--- config.mk ---
export PLATFORM = sky130hd
export DESIGN_NAME = addr_target_decoder
export DESIGN_NICKNAME = d
export VERILOG_FILES = /design/src/rtl/ard_pkg.sv /design/src/rtl/ard_table.sv /design/src/rtl/ard_scan.sv /design/src/rtl/ard_resolve.sv /design/src/rtl/addr_target_decoder.sv
export SDC_FILE = /design/constraint.sdc
export NUM_CORES = 2
export LEC_CHECK = 0
export BUFFER_PORTS_ARGS = -buffer_cell sky130_fd_sc_hd__buf_4
export CAP_MARGIN = 20
export CORE_MARGIN = 2
export CORE_UTILIZATION = 57
export CTS_CLUSTER_DIAMETER = 50
export DETAILED_ROUTE_END_ITERATION = 16
export HOLD_SLACK_MARGIN = 0.12
export PLACE_DENSITY_LB_ADDON = 0.3
export SETUP_SLACK_MARGIN = 0.15
export SYNTH_ARGS = -nofsm -noshare
export SYNTH_HDL_FRONTEND = slang
export SYNTH_HIERARCHICAL = 1
export SYNTH_SLANG_ARGS = --single-unit
--- constraint.sdc ---
create_clock -name clk -period 39.9 [get_ports clk]
set_clock_uncertainty 0.05 [all_clocks]
set_input_delay 3.99 -clock clk [delete_from_list [all_inputs] [get_ports clk]]
set_output_delay 3.99 -clock clk [all_outputs]
set_load 0.005 [all_outputs]
--- src/rtl/ard_pkg.sv ---
package ard_pkg;
  localparam int unsigned LIM_LSB = 26;
  localparam int unsigned LIM_W   = 20;
  localparam int unsigned LIM_POS = 7;
  localparam int unsigned ADDR_W  = LIM_LSB + LIM_W;
  localparam int unsigned WORD_W  = 32;

  typedef enum logic [1:0] {
    ERR_NONE    = 2'd0,
    ERR_RANGE   = 2'd1,
    ERR_NOMATCH = 2'd2,
    ERR_MODE    = 2'd3
  } err_e;

  typedef enum logic [1:0] {
    FIN_NONE = 2'd0,
    FIN_OOR  = 2'd1,
    FIN_MISS = 2'd2,
    FIN_HIT  = 2'd3
  } fin_e;

  typedef struct packed {
    logic       remote;
    logic [2:0] tgt;
    logic [2:0] mc;
    logic [1:0] ch;
    logic       bad_mode;
  } route_res_t;

  // Residue modulo 3, most significant bit first.
  function automatic logic [1:0] mod3_of(input logic [ADDR_W-1:0] v);
    logic [1:0] acc;
    logic [2:0] t;
    acc = 2'd0;
    for (int i = ADDR_W - 1; i >= 0; i--) begin
      t   = {acc, 1'b0} + {2'b00, v[i]};
      acc = (t >= 3'd3) ? 2'(t - 3'd3) : t[1:0];
    end
    return acc;
  endfunction
endpackage

--- src/rtl/ard_table.sv ---
module ard_table
  import ard_pkg::*;
#(
  parameter  int N_ENT = 24,
  localparam int ENT_W = $clog2(N_ENT)
) (
  input  logic              clk,
  input  logic              rst_n,
  input  logic              wr_en,
  input  logic              wr_ilv,
  input  logic [ENT_W-1:0]  wr_idx,
  input  logic [WORD_W-1:0] wr_data,
  input  logic [ENT_W-1:0]  rd_idx,
  output logic [WORD_W-1:0] rd_range,
  output logic [WORD_W-1:0] rd_ilv
);
  logic [WORD_W-1:0] rng_arr [N_ENT];
  logic [WORD_W-1:0] ilv_arr [N_ENT];

  for (genvar g = 0; g < N_ENT; g++) begin : g_ent
    logic              sel;
    logic [WORD_W-1:0] rng_q;
    logic [WORD_W-1:0] ilv_q;
    assign sel = wr_en && (wr_idx == ENT_W'(g));
    always_ff @(posedge clk or negedge rst_n) begin
      if (!rst_n) begin
        rng_q <= '0;
        ilv_q <= '0;
      end else begin
        if (sel && !wr_ilv) rng_q <= wr_data;
        if (sel && wr_ilv)  ilv_q <= wr_data;
      end
    end
    assign rng_arr[g] = rng_q;
    assign ilv_arr[g] = ilv_q;
  end

  always_comb begin
    rd_range = '0;
    rd_ilv   = '0;
    for (int i = 0; i < N_ENT; i++) begin
      if (rd_idx == ENT_W'(i)) begin
        rd_range = rng_arr[i];
        rd_ilv   = ilv_arr[i];
      end
    end
  end
endmodule

--- src/rtl/ard_scan.sv ---
module ard_scan
  import ard_pkg::*;
#(
  parameter  int N_ENT = 24,
  localparam int ENT_W = $clog2(N_ENT)
) (
  input  logic              clk,
  input  logic              rst_n,
  input  logic              start,
  input  logic [ADDR_W-1:0] addr_in,
  input  logic [31:0]       low_top,
  input  logic [ADDR_W-1:0] high_top,
  input  logic [WORD_W-1:0] rng_word,
  output logic [ENT_W-1:0]  idx,
  output logic [ADDR_W-1:0] addr_q,
  output logic              busy,
  output fin_e              fin
);
  logic              busy_q, busy_d;
  logic [ENT_W-1:0]  idx_q, idx_d;
  logic [ADDR_W:0]   lo_q, lo_d;
  logic              ld;
  logic              oor, hit, last;
  logic [ADDR_W-1:0] lim;
  logic              unused_rng;

  assign unused_rng = ^{rng_word[WORD_W-1:LIM_POS+LIM_W], rng_word[LIM_POS-1:1]};

  assign lim  = {rng_word[LIM_POS+LIM_W-1:LIM_POS], {LIM_LSB{1'b1}}};
  assign oor  = (addr_in >= high_top) ||
                ((addr_in[ADDR_W-1:32] == '0) && (addr_in[31:0] >= low_top));
  assign hit  = busy_q && rng_word[0] && ({1'b0, addr_q} >= lo_q) && (addr_q <= lim);
  assign last = (idx_q == ENT_W'(N_ENT - 1));

  always_comb begin
    busy_d = busy_q;
    idx_d  = idx_q;
    lo_d   = lo_q;
    ld     = 1'b0;
    fin    = FIN_NONE;
    if (!busy_q) begin
      if (start) begin
        if (oor) begin
          fin = FIN_OOR;
        end else begin
          busy_d = 1'b1;
          idx_d  = '0;
          lo_d   = '0;
          ld     = 1'b1;
        end
      end
    end else if (hit) begin
      fin    = FIN_HIT;
      busy_d = 1'b0;
    end else if (last) begin
      fin    = FIN_MISS;
      busy_d = 1'b0;
    end else begin
      idx_d = idx_q + ENT_W'(1);
      lo_d  = {1'b0, lim} + (ADDR_W + 1)'(1);
    end
  end

  always_ff @(posedge clk or negedge rst_n) begin
    if (!rst_n) begin
      busy_q <= 1'b0;
      idx_q  <= '0;
      lo_q   <= '0;
      addr_q <= '0;
    end else begin
      busy_q <= busy_d;
      idx_q  <= idx_d;
      lo_q   <= lo_d;
      if (ld) addr_q <= addr_in;
    end
  end

  assign idx  = idx_q;
  assign busy = busy_q;

  AST_SCAN_BOUND: assert property (@(posedge clk) disable iff (!rst_n)
    busy_q |-> (int'(idx_q) < N_ENT));
  AST_SCAN_STEP: assert property (@(posedge clk) disable iff (!rst_n)
    (busy_q && fin == FIN_NONE) |=> (busy_q && idx_q == $past(idx_q) + ENT_W'(1)));
  AST_ADDR_HELD: assert property (@(posedge clk) disable iff (!rst_n)
    (busy_q && start) |=> $stable(addr_q));
endmodule

--- src/rtl/ard_resolve.sv ---
module ard_resolve
  import ard_pkg::*;
(
  input  logic [ADDR_W-1:0] addr,
  input  logic [WORD_W-1:0] rng_word,
  input  logic [WORD_W-1:0] ilv_word,
  input  logic [31:0]       route,
  output route_res_t        res
);
  logic [2:0]        nidx;
  logic [3:0]        nib;
  logic [ADDR_W-1:0] sh;
  logic [1:0]        m3;
  logic [1:0]        pick;
  logic              bad_hash;
  logic [2:0]        lchan;
  logic [33:0]       route_x;
  logic              unused_bits;

  assign unused_bits = ^{rng_word[29:28], rng_word[26:7], rng_word[4:3], rng_word[0]};

  always_comb begin
    case (rng_word[2:1])
      2'd0:    nidx = addr[8:6];
      2'd1:    nidx = addr[10:8];
      2'd2:    nidx = addr[14:12];
      default: nidx = addr[32:30];
    endcase
  end

  assign nib = ilv_word[4*int'(nidx) +: 4];

  always_comb begin
    case (rng_word[31:30])
      2'd0:    sh = addr >> 6;
      2'd1:    sh = addr >> 8;
      2'd2:    sh = addr >> 12;
      default: sh = '0;
    endcase
  end

  assign m3 = mod3_of(sh);

  always_comb begin
    bad_hash = 1'b0;
    case (rng_word[6:5])
      2'd0:    pick = m3;
      2'd1:    pick = {1'b0, sh[0]};
      2'd3:    pick = {sh[0], 1'b0};
      default: begin
        pick     = 2'd0;
        bad_hash = 1'b1;
      end
    endcase
  end

  assign lchan   = rng_word[27] ? {pick, nib[0]} : nib[2:0];
  assign route_x = {2'b00, route};

  always_comb begin
    res.remote   = ~nib[3];
    res.tgt      = nib[2:0];
    res.mc       = route_x[3*int'(lchan) +: 3];
    res.ch       = route_x[2*int'(lchan) + 18 +: 2];
    res.bad_mode = rng_word[27] && ((rng_word[31:30] == 2'd3) || bad_hash);
  end
endmodule

--- src/rtl/addr_target_decoder.sv ---
module addr_target_decoder
  import ard_pkg::*;
#(
  parameter  int N_ENT = 24,
  localparam int ENT_W = $clog2(N_ENT)
) (
  input  logic              clk,
  input  logic              rst_n,
  input  logic              cfg_we,
  input  logic              cfg_ilv,
  input  logic [ENT_W-1:0]  cfg_idx,
  input  logic [31:0]       cfg_wdata,
  input  logic [31:0]       route_word,
  input  logic [31:0]       low_top,
  input  logic [45:0]       high_top,
  input  logic              start,
  input  logic [45:0]       addr,
  output logic              busy,
  output logic              res_valid,
  output logic [1:0]        res_err,
  output logic              res_remote,
  output logic [2:0]        res_tgt,
  output logic [2:0]        res_mc,
  output logic [1:0]        res_chan,
  output logic [ENT_W-1:0]  res_entry
);
  logic [ENT_W-1:0]  scan_idx;
  logic [ADDR_W-1:0] scan_addr;
  logic [WORD_W-1:0] rng_word, ilv_word;
  fin_e              fin;
  route_res_t        rr;

  ard_table #(.N_ENT(N_ENT)) u_table (
    .clk(clk), .rst_n(rst_n), .wr_en(cfg_we), .wr_ilv(cfg_ilv), .wr_idx(cfg_idx),
    .wr_data(cfg_wdata), .rd_idx(scan_idx), .rd_range(rng_word), .rd_ilv(ilv_word)
  );

  ard_scan #(.N_ENT(N_ENT)) u_scan (
    .clk(clk), .rst_n(rst_n), .start(start), .addr_in(addr), .low_top(low_top),
    .high_top(high_top), .rng_word(rng_word), .idx(scan_idx), .addr_q(scan_addr),
    .busy(busy), .fin(fin)
  );

  ard_resolve u_resolve (
    .addr(scan_addr), .rng_word(rng_word), .ilv_word(ilv_word), .route(route_word), .res(rr)
  );

  logic             v_d, v_q;
  err_e             err_d, err_q;
  logic             rem_d, rem_q;
  logic [2:0]       tgt_d, tgt_q, mc_d, mc_q;
  logic [1:0]       ch_d, ch_q;
  logic [ENT_W-1:0] ent_d, ent_q;

  always_comb begin
    v_d   = (fin != FIN_NONE);
    err_d = ERR_NONE;
    rem_d = 1'b0;
    tgt_d = '0;
    mc_d  = '0;
    ch_d  = '0;
    ent_d = '0;
    case (fin)
      FIN_OOR:  err_d = ERR_RANGE;
      FIN_MISS: err_d = ERR_NOMATCH;
      FIN_HIT: begin
        ent_d = scan_idx;
        if (rr.remote) begin
          rem_d = 1'b1;
          tgt_d = rr.tgt;
        end else if (rr.bad_mode) begin
          err_d = ERR_MODE;
        end else begin
          tgt_d = rr.tgt;
          mc_d  = rr.mc;
          ch_d  = rr.ch;
        end
      end
      default: ;
    endcase
  end

  always_ff @(posedge clk or negedge rst_n) begin
    if (!rst_n) begin
      v_q   <= 1'b0;
      err_q <= ERR_NONE;
      rem_q <= 1'b0;
      tgt_q <= '0;
      mc_q  <= '0;
      ch_q  <= '0;
      ent_q <= '0;
    end else begin
      v_q <= v_d;
      if (v_d) begin
        err_q <= err_d;
        rem_q <= rem_d;
        tgt_q <= tgt_d;
        mc_q  <= mc_d;
        ch_q  <= ch_d;
        ent_q <= ent_d;
      end
    end
  end

  assign res_valid  = v_q;
  assign res_err    = err_q;
  assign res_remote = rem_q;
  assign res_tgt    = tgt_q;
  assign res_mc     = mc_q;
  assign res_chan   = ch_q;
  assign res_entry  = ent_q;

  AST_TOP_OOR: assert property (@(posedge clk) disable iff (!rst_n)
    (!busy && start && addr >= high_top) |=> (res_valid && res_err == 2'd1));
  AST_REMOTE_CLEAN: assert property (@(posedge clk) disable iff (!rst_n)
    (res_valid && res_remote) |-> (res_err == 2'd0 && res_mc == 3'd0 && res_chan == 2'd0));
  AST_ERR_FIELDS: assert property (@(posedge clk) disable iff (!rst_n)
    (res_valid && res_err != 2'd0) |-> (!res_remote && res_tgt == 3'd0 && res_mc == 3'd0 && res_chan == 2'd0));
  AST_QUIET_BUSY: assert property (@(posedge clk) disable iff (!rst_n)
    busy |-> !res_valid);
  AST_BUSY_ENDS: assert property (@(posedge clk) disable iff (!rst_n)
    busy |=> (busy || res_valid));
endmodule

# Yosys cells after proc, flatten, opt, wreduce, memory -nomap -nowiden
# Index checks and enable logic that the tools add are counted.
totals:
  regBits: 1652
  inputBits: 198
  output_inout_bits: 18
  wordCells: 491
op_classes:
  add_sub_neg: 94
  multipliers: 1
  magnitude_cmp: 50
  n_eq_ne: 59
  shift: 3
  muxes: 135
  reduce_logical: 90
op_table:
  columns: ["op", "n"]
  rows:
  - ["32-bit two-way mux", 48]
  - ["47-bit two-way mux", 5]
  - ["3-bit by 2-bit greater-or-equal comparator with 1-bit output (second input constant)", 45]
  - ["3-bit by 1-bit adder with 3-bit output", 40]
  - ["40-bit one-hot mux with 3 select lines", 1]
  - ["2-bit two-way mux", 55]
  - ["2-bit subtractor (second input constant)", 45]
  - ["5-bit by 4-bit equality test with 1-bit output (second input constant)", 16]
  - ["5-bit equality test (second input constant)", 16]
  - ["1-bit logical AND", 77]
  - ["46-bit by 1-bit adder with 47-bit output (second input constant)", 1]
  - ["46-bit by 47-bit greater-or-equal comparator with 1-bit output", 1]
  - ["46-bit greater-or-equal comparator", 1]
  - ["46-bit <= comparator", 1]
  - ["5-bit by 3-bit equality test with 1-bit output (second input constant)", 8]
  - ["34-bit by 32-bit variable part select with 2-bit output", 1]
  - ["34-bit by 32-bit variable part select with 3-bit output", 1]
  - ["32-bit greater-or-equal comparator", 1]
  - ["32-bit by 6-bit variable part select with 4-bit output", 1]
  - ["5-bit two-way mux", 6]
  - ["3-bit two-way mux", 7]
  - ["5-bit by 2-bit equality test with 1-bit output (second input constant)", 4]
  - ["3-bit by 1-bit adder with 3-bit output (second input constant)", 5]
  - ["14-bit zero test", 1]
  - ["other kinds (20)", 45]

# Depth between registers and ports, before layout
logic_depth:
  ltp_word: 154
  ltp_mapped: 226
  mapped_depth_nobuf: 210

# Hierarchy
# Netlist, hierarchy kept.
modules_own_cells:
  columns: ["module", "n_inst", "cells_each", "area_each_um2", "seq_area_each_um2"]
  rows:
  - ["ard_table", 1, 5392, 70836.7, 38436.9]
  - ["ard_scan", 1, 722, 6865.3, 1826.8]
  - ["ard_resolve", 1, 708, 4958.5, 0.0]
  - ["addr_target_decoder", 1, 44, 634.4, 425.4]

# Least setup slack after synthesis
# OpenSTA, ideal clock, no wires.
synth_timing:
  kind: "reg-to-reg"
  from: "reg u_scan.idx_q[1], in the netlist u_scan/idx[1]"
  to: "reg mc_q[0], in the netlist res_mc[0]"
  arrival_ns: 38.725
  path_slack_ns: 1.004
  stages_incl_launch_ff: 211
  n_path_buf: 16
  period_less_slack_ns: 38.896
  path_cell_list: "dfrtp_1 buf_6 buf_2 buf_4 buf_4 o21ai_0 o21ai_0 nor3_1 o211ai_1 a31oi_1 buf_4 clkbuf_1 clkbuf_1 clkbuf_1 clkbuf_1 buf_1 clkbuf_1 clkbuf_1 [175 not listed] ha_1 nor2_1 and4bb_4 nor2_4 a21oi_1 ha_1 or3_1 o221a_2 ha_1 inv_1 o2111ai_1 o211ai_1 buf_2 buf_2 mux2i_1 mux2i_1 mux2_1 a22o_1"
synth_lines:
  columns: ["element", "line_no", "rtl"]
  rows:
  - ["start: declaration", "ard_scan.sv:20", "logic [ENT_W-1:0] idx_q, idx_d;"]
  - ["start signal: assignment", "ard_scan.sv:72", "idx_q <= idx_d;"]
  - ["end signal: assignment", "addr_target_decoder.sv:98", "mc_q <= mc_d;"]
  - ["end: declaration", "addr_target_decoder.sv:51", "logic [2:0] tgt_d, tgt_q, mc_d, mc_q;"]

==> results.json <==
{
  "place_area_mm2": 0.0818,
  "floorplan.initialDensity_pct": 57.5,
  "cts-htree-levels": 4,
  "num-nets-final": 6967,
  "port_buffers": 215,
  "vias": 58900,
  "grt_total_ovfl": 0,
  "ctsRootBufferMaster": "clkbuf_16",
  "worst_ep_required_time_ns": 40.52,
  "grt_pass1_vias": 58800,
  "worstMarginPinSlew_ns": 1.19,
  "core_area_mm2": 0.138,
  "post-route-min-period_ns": 38.55,
  "routed_wire_length_per_instance_um": 30.2,
  "fillers": 10300,
  "clock_transition_at_the_register_clock_pins_on_the_worst_setup_and_hold_paths_after_cts_ns": 0.06,
  "placementRows": 136,
  "final_antenna_net_count": 0,
  "timing.hold.worst_path_depth": 1,
  "worstRegToRegCells": 198,
  "min_period_over_period_pct": 96.6,
  "rr_endpoint": "res_mc[1]$_DFFE_PN0P_",
  "antenna_found_initial": 20,
  "detailed_route_iter0_violations": 6935,
  "clock_insertion_delay_worst_skew_ns": 0.82,
  "grt_start_max_net_pins": 164,
  "globalRouteTotalUtil_pct": 35.8,
  "grt_pass1_wl_um": 379000,
  "synth_area_mm2": 0.0791,
  "worst_ep_arrival_time_ns": 39.18,
  "die_w_um": 377,
  "crit_slowest_cell": "dfrtp_4",
  "post-dp-hpwl_um": 161000,
  "cp_max_fo": 15,
  "cts-root-to-sink-buffers": 3,
  "layout.core_utilization_pct": 64.4,
  "yosysWarningCount": 6,
  "max_slew_margin_pct": 20.8,
  "routability_congestion_estimate": 0.997,
  "area_growth_syn_to_layout_pct": 12.0,
  "run_status": "complete, no violations",
  "hold_path_end": "u_table/g_ent[19].ilv_q[30]$_DFFE_PN0P_",
  "min-delay-start": "u_table/g_ent[19].ilv_q[30]$_DFFE_PN0P_",
  "number_of_maximum_capacitance_constraint_violations": 0,
  "syn_nets": 6923,
  "cts_tree": "yes",
  "crit_path_frequent_cell": "ha_2",
  "cts_sinks": 1530,
  "final_layout_size_suffix_gt1_share_pct": 38.5,
  "detailedRoute.firstPassIterationCount": 8,
  "die_area_mm2": 0.142,
  "fp.dieH_um": 377,
  "finalMaxSlewViolations": 0,
  "syn-mean-instance-area_um2": 12.0,
  "setup_viol_count_final": 0,
  "critical_path.endpoint_type": "flop",
  "syn_inst": 6567,
  "path_class": "reg -> reg",
  "max_clock_freq_ghz": 0.0259,
  "hold_violation_total_from_the_final_report": 0,
  "post_drt_via_cell_ratio": 6.89,
  "critical_path.reg2reg.startpoint": "u_scan/idx[1]$_DFFE_PN0P_",
  "finish.instance_area_mm2": 0.0886,
  "cts-buffers-inserted": 162,
  "critical_path.startpoint": "u_scan/idx[1]$_DFFE_PN0P_",
  "hold_class": "reg -> reg",
  "ioPinCount": 216,
  "route.detailed.drc": 0,
  "r2r_setup_slack_ns": 1.35,
  "drt-total-wl_um": 258000,
  "cp_slowest_stage_delay_ns": 0.59,
  "critical_path.startpoint_type": "flop"
}
stage by stage:
step	worst slack [ns]	hold slack [ns]	TNS (ns)	std cells
detailed placement	-1.06	0.419	-4.86	8155
global route	-0.357	0.455	-1.60	8537
finish	1.35	0.432	0	8541
floorplan	1.02	0.403	0	6567
global placement	0.757	0.412	0	8148
CTS	0.164	0.433	0	8466
worst max-delay path by stage:
stage,slack [ns],to,cells after the start
global placement,0.76,res_mc[1]$_DFFE_PN0P_,198
finish,1.35,res_mc[1]$_DFFE_PN0P_,198
CTS,0.16,res_mc[1]$_DFFE_PN0P_,200
global route,-0.36,res_mc[1]$_DFFE_PN0P_,200
detailed placement,-1.06,res_mc[2]$_DFFE_PN0P_,199
floorplan,1.02,res_mc[0]$_DFFE_PN0P_,210
sequential cells by signal (all words and copies together) (netlist names), 3 cells and up:
name,flops
u_scan/idx,5
u_table/g_ent.ilv_q,768
u_scan/addr_q,46
res_mc,3
res_entry,5
u_table/g_ent.rng_q,672
u_scan/lo_q,21
res_tgt,3
area by class of cell:
type / count / area [um2] / share of cell area, %
flip-flops and latches: 1530 / 38300 / 43.2
clock buffers: 221 / 4650 / 5.25
multi-input cells: 4254 / 38000 / 42.9
inverters: 189 / 709 / 0.801
clock inverters: 75 / 857 / 0.967
diodes: 4 / 10.0 / 0.0113
well taps: 1794 / 2240 / 2.53
repair buffers: 474 / 3840 / 4.33
critical path: cells and delay by family, from the launching register on:
family                     cells  cell delay, ns
AOI/OAI and AO/OA             77           14.16
adders and majority gates     38            8.41
buffers and inverters         14            1.35
DFF                            1            0.59
muxes                         11            2.68
and+or+nand+nor               58           11.07
metal layers:
metal	global-route usage [%]	part of all wire [%]
met5	0	0.11
met4	18.0	5.6
met2	52.8	43
met1	47.6	39
met3	11.5	12
cell usage in the layout, fill, tap and decap left out, types with 65 or more instances in the layout:
master and n:
ha_1 127, o21ai_0 281, a21oi_1 284, mux4_2 75, mux2i_1 153, nand3_1 84
o22ai_1 133, nand2_1 258, clkbuf_16 165, inv_1 181, dfrtp_1 1524, mux2_2 1474
nor2b_1 65, buf_4 447, nor2_1 158
what timing repair did:
action / in CTS / in global routing
resized for setup: 22 / 108
setup buffers: 15 / 61
endpoints found under the setup margin: 5 / 5
hold buffers: 0 / 0
pin swaps: 10 / 34
Power is left out: the tool's default activity adds up to more than one toggle a clock period on the data nets, which glitch-free logic cannot reach.
